<file path="src/rtl/irqc_pkg.sv">
package irqc_pkg;
  localparam int unsigned WORD_W     = 32;
  localparam int unsigned MAX_SRC    = 15;
  localparam int unsigned MASTER_BIT = 31;
  localparam int unsigned IRQ_BIT    = 15;
  localparam int unsigned MASK_LSB   = 16;
  localparam int unsigned PEND_LSB   = 0;
endpackage

</file>
<file path="src/rtl/irqc_src_slice.sv">
module irqc_src_slice (
  input  logic clk_i,
  input  logic rst_ni,
  input  logic src_i,
  input  logic wr_i,
  input  logic clr_i,
  input  logic mask_sel_i,
  input  logic mask_val_i,
  output logic pend_o,
  output logic mask_o
);
  logic pend_q, mask_q;

  always_ff @(posedge clk_i or negedge rst_ni) begin
    if (!rst_ni) begin
      pend_q <= 1'b0;
      mask_q <= 1'b0;
    end else begin
      // an active source wins over a clear in the same cycle
      pend_q <= src_i | (pend_q & ~(wr_i & clr_i));
      if (wr_i && mask_sel_i) mask_q <= mask_val_i;
    end
  end

  assign pend_o = pend_q;
  assign mask_o = mask_q;

  // an active source leaves the flag set
  p_set_r4: assert property (@(posedge clk_i) disable iff (!rst_ni)
    src_i |=> pend_q);
  // the flag is sticky without a clear
  p_sticky_r4: assert property (@(posedge clk_i) disable iff (!rst_ni)
    (pend_q && !(wr_i && clr_i)) |=> pend_q);
  // a clear with the line low succeeds
  p_clear_r5: assert property (@(posedge clk_i) disable iff (!rst_ni)
    (wr_i && clr_i && !src_i) |=> !pend_q);
  // a clear with the line high is refused
  p_clear_blocked_r6: assert property (@(posedge clk_i) disable iff (!rst_ni)
    (wr_i && clr_i && src_i) |=> pend_q);
  // an unselected mask holds its value
  p_mask_hold_r3: assert property (@(posedge clk_i) disable iff (!rst_ni)
    !(wr_i && mask_sel_i) |=> $stable(mask_q));
  // a selected mask takes the written value
  p_mask_load_r3: assert property (@(posedge clk_i) disable iff (!rst_ni)
    (wr_i && mask_sel_i) |=> (mask_q == $past(mask_val_i)));
endmodule

</file>
<file path="src/rtl/irqc_merge.sv">
module irqc_merge #(
  parameter int unsigned N_SRC = 12
) (
  input  logic             clk_i,
  input  logic             rst_ni,
  input  logic             master_i,
  input  logic [N_SRC-1:0] pend_i,
  input  logic [N_SRC-1:0] mask_i,
  output logic             irq_o
);
  logic irq_q;

  always_ff @(posedge clk_i or negedge rst_ni) begin
    if (!rst_ni) irq_q <= 1'b0;
    else         irq_q <= master_i & (|(pend_i & mask_i));
  end

  assign irq_o = irq_q;

  // no request without the master enable one cycle earlier
  p_irq_gated_r7: assert property (@(posedge clk_i) disable iff (!rst_ni)
    irq_q |-> $past(master_i));
  // an enabled pending source raises the request on the next edge
  p_irq_raise_r7: assert property (@(posedge clk_i) disable iff (!rst_ni)
    (master_i && |(pend_i & mask_i)) |=> irq_q);
endmodule

</file>
<file path="src/rtl/irqc_latched.sv">
module irqc_latched
  import irqc_pkg::*;
#(
  parameter int unsigned N_SRC = 12
) (
  input  logic              clk_i,
  input  logic              rst_ni,
  input  logic              wr_en_i,
  input  logic [WORD_W-1:0] wr_data_i,
  output logic [WORD_W-1:0] rd_data_o,
  input  logic [N_SRC-1:0]  src_i,
  output logic              irq_o
);
  logic             master_q;
  logic [N_SRC-1:0] pend, mask;
  logic             unused_wr;

  assign unused_wr = ^wr_data_i;

  always_ff @(posedge clk_i or negedge rst_ni) begin
    if (!rst_ni)      master_q <= 1'b0;
    else if (wr_en_i) master_q <= wr_data_i[MASTER_BIT];
  end

  for (genvar i = 0; i < N_SRC; i++) begin : g_src
    irqc_src_slice u_slice (
      .clk_i      (clk_i),
      .rst_ni     (rst_ni),
      .src_i      (src_i[i]),
      .wr_i       (wr_en_i),
      .clr_i      (wr_data_i[PEND_LSB+i]),
      .mask_sel_i (wr_data_i[MASK_LSB+i]),
      .mask_val_i (wr_data_i[MASTER_BIT]),
      .pend_o     (pend[i]),
      .mask_o     (mask[i])
    );
  end

  irqc_merge #(.N_SRC(N_SRC)) u_merge (
    .clk_i    (clk_i),
    .rst_ni   (rst_ni),
    .master_i (master_q),
    .pend_i   (pend),
    .mask_i   (mask),
    .irq_o    (irq_o)
  );

  always_comb begin
    rd_data_o = '0;
    rd_data_o[MASTER_BIT] = master_q;
    rd_data_o[IRQ_BIT]    = irq_o;
    for (int i = 0; i < N_SRC; i++) begin
      rd_data_o[MASK_LSB+i] = mask[i];
      rd_data_o[PEND_LSB+i] = pend[i];
    end
  end

  // master bit follows bit 31 of every write
  p_master_r2: assert property (@(posedge clk_i) disable iff (!rst_ni)
    wr_en_i |=> (master_q == $past(wr_data_i[MASTER_BIT])));
  // master holds without a write
  p_master_hold_r2: assert property (@(posedge clk_i) disable iff (!rst_ni)
    !wr_en_i |=> $stable(master_q));
  // read bit 15 mirrors the request output
  p_rd_irq_r7: assert property (@(posedge clk_i) disable iff (!rst_ni)
    rd_data_o[IRQ_BIT] == irq_o);
endmodule

</file>
<file path="config.mk">
export PLATFORM = sky130hd
export DESIGN_NAME = irqc_latched
export DESIGN_NICKNAME = d
export VERILOG_FILES = /design/src/rtl/irqc_pkg.sv /design/src/rtl/irqc_src_slice.sv /design/src/rtl/irqc_merge.sv /design/src/rtl/irqc_latched.sv
export SDC_FILE = /design/constraint.sdc
export NUM_CORES = 1
export LEC_CHECK = 0
export ABC_AREA = 1
export BUFFER_PORTS_ARGS = -buffer_cell sky130_fd_sc_hd__buf_2
export CORE_UTILIZATION = 25
export DETAILED_ROUTE_END_ITERATION = 8
export PLACE_DENSITY = 0.63
export SYNTH_ARGS = -nofsm -noshare
export SYNTH_HDL_FRONTEND = slang
export SYNTH_SLANG_ARGS = --single-unit
</file>
<file path="constraint.sdc">
create_clock -name clk_i -period 2.85 [get_ports clk_i]
set_clock_uncertainty 0.15 [all_clocks]
set_input_delay 0.1425 -clock clk_i [delete_from_list [all_inputs] [get_ports clk_i]]
set_output_delay 0.1425 -clock clk_i [all_outputs]
set_load 0.05 [all_outputs]
</file>
=== After elaboration in Yosys (flattened, before gate mapping) ===
Index checks and enable logic that the tools add are counted.

* Add/subtract/negate cells: 0
* Multiply operators: 0
* Div/mod/pow operators: 0
* Order comparisons: 0
* Equal/unequal tests: 0
* Shift operators: 0
* Multiplexer cells: 0
* Bitwise gates (word level): 50
* Reduce and logical (&&, ||, !) cells: 13

{| class="wikitable"
|+ Operators by type and width
! kind !! count
|-
| 1-bit bitwise AND || 25
|-
| 12-bit bitwise AND || 1
|-
| 1-bit logical AND || 12
|-
| 1-bit inverter || 12
|-
| 1-bit OR || 12
|-
| 12-bit OR reduction || 1
|}

* Flip-flop bits (word level): 26
* Latch bits: 0
* Memory bits (writable): 0
* Bits in read-only memories: 0
* Output and inout bits: 33
* Logic and storage cells: 89
* Memories: 0

=== Depth between registers and ports, before layout ===
Gate-level depths: netlist of run 1.

* Depth in word-level cells: 4
* Mapped depth: 6

=== Cells and area by module ===
From an unflattened synthesis of run 1, not the netlist that was laid out.

* Cell total of the unflattened synthesis: 159
* Area, all modules: 1,198.6 µm²

{| class="wikitable"
|+ By module, submodules not included
! module !! times used !! cells an instance !! area each (µm²) !! sequential area each (µm²)
|-
| irqc_src_slice || 12 || 10 || 81.3 || 50.0
|-
| irqc_merge || 1 || 25 || 118.9 || 25.0
|-
| irqc_latched || 1 || 14 || 103.8 || 25.0
|}

=== Worst setup path before layout of run 1 ===
Ideal clock, no wire load.

* Path kind: reg2out
* From: register u_merge.irq_q (netlist: u_merge.irq_o)
* To: output rd_data_o[15]
* Data arrival time: 0.886 ns
* Slack: 1.671 ns
* Cell stages (with the launch flop): 2
* Buffers on the path: 1
* Path through: dfrtp_1 -> buf_4

{| class="wikitable"
|+ RTL lines
! what !! RTL line !! source
|-
| start: declaration || irqc_merge.sv:11 || <nowiki>logic irq_q;</nowiki>
|-
| start signal: assignment || irqc_merge.sv:15 || <nowiki>else irq_q <= master_i & (|(pend_i & mask_i));</nowiki>
|-
| end: declaration || irqc_latched.sv:10 || <nowiki>output logic [WORD_W-1:0] rd_data_o,</nowiki>
|}

No word-level cell between the ends.

=== Worst setup path after layout of run 1 ===
* From: input wr_en_i
* To: register g_src[10].u_slice.pend_q

* Word-level cells in the longest chain between the ends: 4

{| class="wikitable"
|+ Ends and longest elaborated chain
! what !! RTL line !! source
|-
| start: declaration || irqc_latched.sv:8 || <nowiki>input logic wr_en_i,</nowiki>
|-
| 1-bit bitwise AND || irqc_src_slice.sv:20 || <nowiki>pend_q <= src_i | (pend_q & ~(wr_i & clr_i));</nowiki>
|-
| 1-bit inverter || irqc_src_slice.sv:20 ||
|-
| 1-bit bitwise AND || irqc_src_slice.sv:20 ||
|-
| 1-bit OR || irqc_src_slice.sv:20 ||
|-
| end signal: assignment || irqc_src_slice.sv:20 ||
|-
| end: declaration || irqc_src_slice.sv:12 || <nowiki>logic pend_q, mask_q;</nowiki>
|}

Every way passes these cells.
A chain may end at the register's enable or synchronous reset.

==> results.cfg, run 1 <==
[status]
status = complete, no violations

[setup_path]
critPathSlowestCell = dlygate4sd3_1
path_class = in -> reg
worstPathArrival_ns = 1.52
cp_max_fo = 38
start_kind = primary input
slowest_delay_ns = 0.55
crit_buf_inv = 2
path_cells = buf_2, nand2_1, a21o_1, dlygate4sd3_1
cp-end-kind = flip-flop
worst_ep_required_time_ns = 2.86
critical-path-top-delay-family = buffers and inverters

[sta]
tightest_slew_ns = 0.6569
maxSlewViolCount = 0
setup_viol = 0
whs_ns = 0.01199
final.min_clock_period_ns = 1.517
fin_setup_tns_ns = 0
relSlewSlack_pct = 56.21
fmax_mhz = 659.4
rsz0062_at_grt = no
period_share_pct = 53.21
finalHoldViolCount = 0
final.setup.worst_slack_ns = 1.333

[global_route]
grt_use_total_pct = 12.87
grt_overflow_total = 0
grt_antenna_before_repair = 0
grt_first_pass_wirelength_mm = 5.257
grt_pass1_vias = 1179
grt_max_degree = 39

[synth]
yosys.area_share.simple_pct = 10.47
synthAdderAreaFrac_pct = 0
synth_compound_area_share_pct = 17.68
synth_top_family_by_area = buffers and inverters
synth-seq-cells = 26
synth_top_area_cell = dfrtp_1
ys_warn_count = 0
yosysMostFrequentCell = buf_4
synth_top_area_share_pct = 49.95
synthCells = 139
synthesis.area_um2 = 1302
synthXorXnorAreaFrac_pct = 0
synth.distinct_cells = 12
netlist_top_cells_area = dfrtp_1 50%, buf_4 19%, nand2_1 8.9%, a21o_1 6.9%, a31oi_1 5.8%
synthArstFlopShare_pct = 100.0
muxShareOfSynthArea_pct = 0
synthTopCellsByCount = 33 x buf_4, 31 x nand2_1, 26 x dfrtp_1
syn_area_per_cell_um2 = 9.370
yosysSeqAreaShare_pct = 49.95
ys.flop_type = dfrtp_1
synth_edf_count = 0

[layout]
nFillCells = 517
fin_area_um2 = 1867
nNetsFinal = 260
area_growth_pct = 43.32
seqCellArea_um2 = 650.6
multi_input_area_um2 = 389.1
stdcell_count = 279
drive_gt1_share_pct = 33.02
n_antenna_cell = 0

[placement]
place_inst = 240
placed_cell_area_um2 = 1461
pre_cts_ws_ns = 1.597
dpl.hpwl_mm = 2.037
gp_congestion = 0.5802
port_buffers = 66

[power_and_ir_drop]
clockPowerShare_pct = 23.9
swShare_pct = 36.81
p_sw_mw = 0.3701
combPwrFrac_pct = 33.3
intPower_mw = 0.6353
seq_power_share_pct = 42.8
cellLeakagePower_nw = 0.8881
power_density_nw_per_um2 = 538.6
ir_drop_mv = 0.1688

[detailed_routing]
postRouteAntennaNets = 0
drtPass1Iterations = 4
wl_per_cell_um = 11.56
drtIter0Drc = 29
route.detailed.drc = 0
vias = 1171
viasPerCell = 4.197
finalWirelength_mm = 3.225

[clocking]
clock_sinks = 26
cts_tree = yes
post-cts-setup-buffers = 0
cts_htree_levels = 1
cts_buffer_depth = 2
clkTransAtPathRegs_ns = 0.09
cts_buffers = 3
cts_root_buf = clkbuf_8
clk_latency_ns = 0.27

[floorplanning]
die_h_um = 74.18
core_area_um2 = 4880
initial_core_util_pct = 26.69
die_w_um = 74.18
die-area_um2 = 5503
rows = 25
io_pins = 80

[job]
maxCapViolations = 0

[worst_hold_path]
hold_path.class = in -> reg
-- per-stage QoR --
step | power [mW] | util [%]
final | 1.005 | 38.26
after global routing | 1.070 | 38.26
after CTS | 1.025 | 38.26
after detailed placement | 0.7352 | 29.95
after global placement | 0.7318 | 29.95
after floorplan | 0.7065 | -
-- state kept, by name (all words and copies together) (netlist names) --
signal and count:
master_q 1, g_src.u_slice.mask_o 12, u_merge.irq_o 1, g_src.u_slice.pend_o 12
-- logic make-up (layout without fill, tap and decap cells) --
logic type | count (synthesis) | after routing
buffers and inverters | 39 | 107
AO/OA/AOI/OAI | 37 | 37
AND/OR/NAND/NOR | 36 | 36
flip-flops | 26 | 26
other | 1 | 6
-- timing repair --
item,in CTS,in global routing
gates resized for setup,0,0
hold buffers,35,0
endpoints found under the hold margin,50,0
-- power by group through the flow --
stage | Sequential [mW] | Clock (mW) | Combinational, mW
global placement | 0.438 | 0 | 0.294
CTS | 0.430 | 0.257 | 0.337
global route | 0.436 | 0.272 | 0.361
floorplan | 0.437 | 0 | 0.269
finish | 0.431 | 0.240 | 0.335
detailed placement | 0.438 | 0 | 0.298
-- area by class of cell --
| type | instances | share of cell area (%) |
|---|---|---|
| multi-input combinational | 79 | 20.84 |
| clock buffer | 4 | 2.949 |
| sequential | 26 | 34.85 |
| timing repair buffer | 101 | 36.46 |
| inverter | 2 | 0.4021 |
| tap | 67 | 4.491 |
-- placed cells by master, fill, tap and decap left out --
cell           count
a21oi_1           13
buf_2             66
a31oi_1           12
conb_1             6
dlygate4sd3_1     35
nor2_1             4
nand3_1            1
inv_1              2
clkbuf_8           4
nand2_1           31
a21o_1            12
dfrtp_1           26
-- tightest hold or removal path, stage by stage --
cell and delay, ns:
buf_2 0.10, nand2_1 0.06, a21o_1 0.10
-- layer usage --
layer	GRT usage, %	share of wire (%)	vias up
met5	0	0	-
met4	5.769	1.1	0
met3	1.355	3.3	2
met2	23.94	56	41
met1	14.76	40	556
li1	-	-	572
-- path summary, 6_finish.rpt --
kind                            slack (ns)  cells past startpoint                        to                    start
worst max-delay path                  1.33                      4  g_src[10].u_slice.pend_o                  wr_en_i
worst min-delay path                  0.01                      3   g_src[8].u_slice.pend_o             wr_data_i[8]
worst max register to register        1.45                      2   g_src[5].u_slice.pend_o  g_src[5].u_slice.pend_o
worst min register to register        0.35                      2             u_merge.irq_o                 master_q
max in group asynchronous             1.89                      2   g_src[9].u_slice.pend_o                   rst_ni
min in group asynchronous             0.26                      2   g_src[6].u_slice.pend_o                   rst_ni
(Power assumes the default switching activity.)
==> run 2: changes to the inputs <==
- PLACE_DENSITY: 0.63 -> 0.65
- clock period: 2.85 -> 1.34 ns (I/O delays scaled with it)
==> run 2 against run 1 <==
Against the previous run: highest routed layer unchanged; routed wire length rose by 1.5%; via count fell by 1.2%; register-to-register slack got worse by 1.2 ns; count of clock-buffer cells in the layout fell by 1; clock power rose by 85%.
==> results.cfg, run 2 (same netlist as run 1, synthesis figures left out) <==
[global_route]
grt_use_met1_pct = 13.71
grt_use_met3_pct = 1.220
grt_pass1_vias = 1100
use_met2_pct = 22.93
grt_max_degree = 39
grt_use_total_pct = 12.31
grt_overflow_total = 0
grt_antenna_before_repair = 0
grt_first_pass_wirelength_mm = 4.968
busiest_layer = met2

[power_and_ir_drop]
ir_drop_mv = 0.3126
total_power_mw = 2.078
seq_power_share_pct = 44.1
intPower_mw = 1.294
power_density_nw_per_um2 = 1098
swShare_pct = 37.71
clockPowerShare_pct = 21.4
cellLeakagePower_nw = 0.9151
p_sw_mw = 0.7835
combPwrFrac_pct = 34.6

[setup_path]
r2r_cells = 6
cp-end-kind = output pin
startpoint = g_src[7].u_slice.pend_o
worst_ep_required_time_ns = 1.12
start_kind = flip-flop
cp_max_fo = 3
critPathSlowestCell = dfrtp_1
critical-path-top-delay-family = flip-flops
crit_path_end = rd_data_o[7]
path_class = reg -> out
worstPathArrival_ns = 0.94
reg2reg_from = g_src[11].u_slice.pend_o
r2r_end = u_merge.irq_o
crit_buf_inv = 1
path_cells = buf_2
rrSetupSlack_ns = 0.25
crit_cells = 1
slowest_delay_ns = 0.39

[worst_hold_path]
min_from = wr_en_i
hold_path.class = in -> reg
min_path_cells = 3

[detailed_routing]
viasPerCell = 4.117
drtIter0Drc = 36
route.detailed.drc = 0
finalWirelength_mm = 3.273
wl_per_cell_um = 11.65
drtPass1Iterations = 4
postRouteAntennaNets = 0
vias = 1157

[sta]
relSlewSlack_pct = 59.20
rsz0062_at_grt = no
fmax_mhz = 865.2
setup_viol = 0
maxSlewViolCount = 0
fin_setup_tns_ns = 0
period_share_pct = 86.25
whs_ns = 0.07904
tightest_slew_ns = 0.6120
final.min_clock_period_ns = 1.156
finalHoldViolCount = 0

[layout]
final_common_cell = buf_2
nNetsFinal = 263
drive_gt1_share_pct = 32.71
final_cell_mix = 66 x buf_2, 37 x dlygate4sd3_1, 31 x nand2_1, 26 x dfrtp_1, 13 x a21oi_1
area_growth_pct = 45.34
n_antenna_cell = 0
nFillCells = 500
fin_util_pct = 38.79

[status]
status = complete, no violations

[clocking]
cts_tree = yes
cts_htree_levels = 1
cts_resized = 0
cts_buffer_depth = 2
clk_latency_ns = 0.27
cts_buffers = 3
clkTransAtPathRegs_ns = 0.09
clock_sinks = 26
cts_root_buf = clkbuf_8

[placement]
gp_congestion = 0.6423
dpl.hpwl_mm = 1.983
port_buffers = 66

[floorplanning]
die_h_um = 74.18
core_area_um2 = 4880
io_pins = 80
rows = 25
die-area_um2 = 5503
initial_core_util_pct = 26.69
die_w_um = 74.18

[job]
maxCapViolations = 0
==> run 2: how the worst min path moves through the flow <==
| stage | endpoint | slack (ns) |
|---|---|---|
| floorplan | g_src[0].u_slice.mask_o | -0.38 |
| global placement | g_src[6].u_slice.pend_o | -0.03 |
| detailed placement | g_src[6].u_slice.mask_o | -0.03 |
| CTS | master_q | 0.06 |
| global route | master_q | 0.1 |
| finish | master_q | 0.08 |
==> run 2: through the flow <==
step / instances / instance area [µm²] / worst slack [ns]
after detailed placement: 241 / 1481 / 0.2369
after CTS: 281 / 1893 / 0.1666
after floorplan: 144 / 1321 / 0.2367
final: 281 / 1893 / 0.1842
after global routing: 281 / 1893 / 0.1216
after global placement: 241 / 1481 / 0.2276
==> run 2: power by group through the flow <==
stage	clock network [mW]	logic (mW)	registers, mW
after floorplan	0	0.573	0.930
after global placement	0	0.633	0.929
after detailed placement	0	0.638	0.932
after CTS	0.468	0.721	0.916
after global routing	0.490	0.770	0.928
final	0.444	0.718	0.916
==> run 2: layout make-up <==
| class | count | area (µm²) | area share (%) |
|---|---|---|---|
| well taps | 67 | 83.83 | 4.428 |
| inverters | 2 | 7.507 | 0.3966 |
| flip-flops and latches | 26 | 650.6 | 34.37 |
| repair buffers | 104 | 720.7 | 38.07 |
| clock buffers | 3 | 41.29 | 2.181 |
| multi-input cells | 79 | 389.1 | 20.56 |
==> run 2: worst min-delay path, cell delays in order <==
cell and delay, ns:
buf_2 0.11, buf_12 0.20, a21oi_1 0.08
==> run 2: timing repair <==
item,in CTS,in global routing
hold buffers,37,0
hold endpoints to repair,50,0
buffers inserted,0,0
==> run 2: metal layers <==
layer / routed length, µm / share of wire (%)
met5: 0 / 0
met4: 52 / 1.6
met3: 118 / 3.6
met2: 1753 / 54
met1: 1349 / 41
==> run 3: changes to the inputs <==
- PLACE_DENSITY: 0.65 -> unset
==> run 3 against run 2 <==
Against the previous run: worst setup slack worse by 0.0051 ns; register-to-register slack hardly changed; hold slack better by 0.0036 ns; routed wire length is 1.6% higher; flip-flop and latch count stayed put; count of clock-buffer cells in the layout stayed put; global-route usage is 0.68 points higher.
==> results.cfg, run 3 (same netlist as run 1, synthesis figures left out) <==
[placement]
place_inst = 241
gp_congestion = 0.6383
port_buffers = 66
placed_cell_area_um2 = 1481
dpl.hpwl_mm = 2.020

[layout]
n_antenna_cell = 0
final_common_cell = buf_2
nNetsFinal = 263
stdcell_count = 281
area_growth_pct = 45.34
fin_area_um2 = 1893
final_cell_mix = 66 x buf_2, 37 x dlygate4sd3_1, 31 x nand2_1, 26 x dfrtp_1, 13 x a21oi_1
drive_gt1_share_pct = 32.71

[floorplanning]
io_pins = 80
initial_core_util_pct = 26.69
die_h_um = 74.18
core_area_um2 = 4880
die_w_um = 74.18
die-area_um2 = 5503
rows = 25

[worst_hold_path]
holdPathEnd = master_q
hold_path.class = in -> reg
min_path_cells = 3
min_from = wr_en_i

[power_and_ir_drop]
ir_drop_mv = 0.3521
swShare_pct = 37.50
clockPowerShare_pct = 21.1
cellLeakagePower_nw = 0.9151
combPwrFrac_pct = 34.8
seq_power_share_pct = 44.2
power_density_nw_per_um2 = 1094
total_power_mw = 2.071
intPower_mw = 1.294
p_sw_mw = 0.7766

[detailed_routing]
wl_per_cell_um = 11.84
drtIter0Drc = 35
drtPass1Iterations = 4
finalWirelength_mm = 3.327
route.detailed.drc = 0
viasPerCell = 4.203
postRouteAntennaNets = 0
vias = 1181

[clocking]
post-cts-setup-buffers = 0
cts_buffer_depth = 2
cts_buffers = 3
cts_htree_levels = 1
clock_sinks = 26
cts_resized = 0
cts_tree = yes
clk_latency_ns = 0.27
clkTransAtPathRegs_ns = 0.08
cts_root_buf = clkbuf_8
ctsHoldBuffers = 37

[setup_path]
crit_buf_inv = 1
path_class = reg -> out
r2r_end = u_merge.irq_o
cp_max_fo = 3
r2r_cells = 6
worst_ep_required_time_ns = 1.12
start_kind = flip-flop
reg2reg_from = g_src[7].u_slice.pend_o
critical-path-top-delay-family = flip-flops
worstPathArrival_ns = 0.94
slowest_delay_ns = 0.40
rrSetupSlack_ns = 0.24
cp-end-kind = output pin
critPathSlowestCell = dfrtp_1
path_cells = buf_2

[sta]
relSlewSlack_pct = 58.88
final.min_clock_period_ns = 1.161
rsz0062_at_grt = no
finalHoldViolCount = 0
fin_setup_tns_ns = 0
period_share_pct = 86.64
maxSlewViolCount = 0
setup_viol = 0
fmax_mhz = 861.4
tightest_slew_ns = 0.6169

[job]
maxCapViolations = 0

[status]
status = complete, no violations

[global_route]
grt_max_degree = 39
grt_antenna_before_repair = 0
grt_first_pass_wirelength_mm = 5.271
grt_use_total_pct = 13.00
grt_overflow_total = 0
grt_pass1_vias = 1105
run 3: cell counts in the layout (fill, tap and decap cells not counted):
No cell type changed its count.
run 3: layout make-up:
| type | instances | area, µm² |
|---|---|---|
| clock buffers | 3 | 41.29 |
| repair buffers | 104 | 720.7 |
| inverters | 2 | 7.507 |
| well taps | 67 | 83.83 |
| flip-flops and latches | 26 | 650.6 |
| multi-input cells | 79 | 389.1 |
| fillers | 502 | 2987 |
run 3: worst max path at each step:
| stage | startpoint | to | depth (start not counted) |
|---|---|---|---|
| final | g_src[7].u_slice.pend_o | rd_data_o[7] | 1 |
| after global placement | g_src[7].u_slice.pend_o | u_merge.irq_o | 6 |
| after floorplan | u_merge.irq_o | rd_data_o[15] | 1 |
| after global routing | g_src[11].u_slice.pend_o | u_merge.irq_o | 6 |
| after CTS | g_src[0].u_slice.mask_o | rd_data_o[16] | 1 |
| after detailed placement | g_src[7].u_slice.pend_o | u_merge.irq_o | 6 |
run 3: routing by layer:
layer	wire [µm]	share of wire, %	vias up	track usage (%)
met5	0	0	-	0
met4	34	1.0	0	5.128
met3	89	2.7	2	1.355
met2	1807	54	33	23.94
met1	1396	42	571	15.39
li1	-	-	575	-
run 3: power by group through the flow:
| stage | clock network, mW | logic, mW | registers [mW] |
|---|---|---|---|
| floorplan | 0 | 0.573 | 0.930 |
| detailed placement | 0 | 0.639 | 0.931 |
| global route | 0.503 | 0.775 | 0.930 |
| global placement | 0 | 0.633 | 0.929 |
| finish | 0.436 | 0.720 | 0.915 |
| CTS | 0.473 | 0.722 | 0.915 |
run 3: through the flow:
| step | utilization, % | hold WS (ns) | worst slack (ns) |
|---|---|---|---|
| floorplan | - | -0.3786 | 0.2367 |
| global placement | 30.36 | -0.03718 | 0.2330 |
| detailed placement | 30.36 | -0.02958 | 0.2316 |
| CTS | 38.79 | 0.06392 | 0.1707 |
| global route | 38.79 | 0.07771 | 0.1104 |
| finish | 38.79 | 0.08262 | 0.1791 |
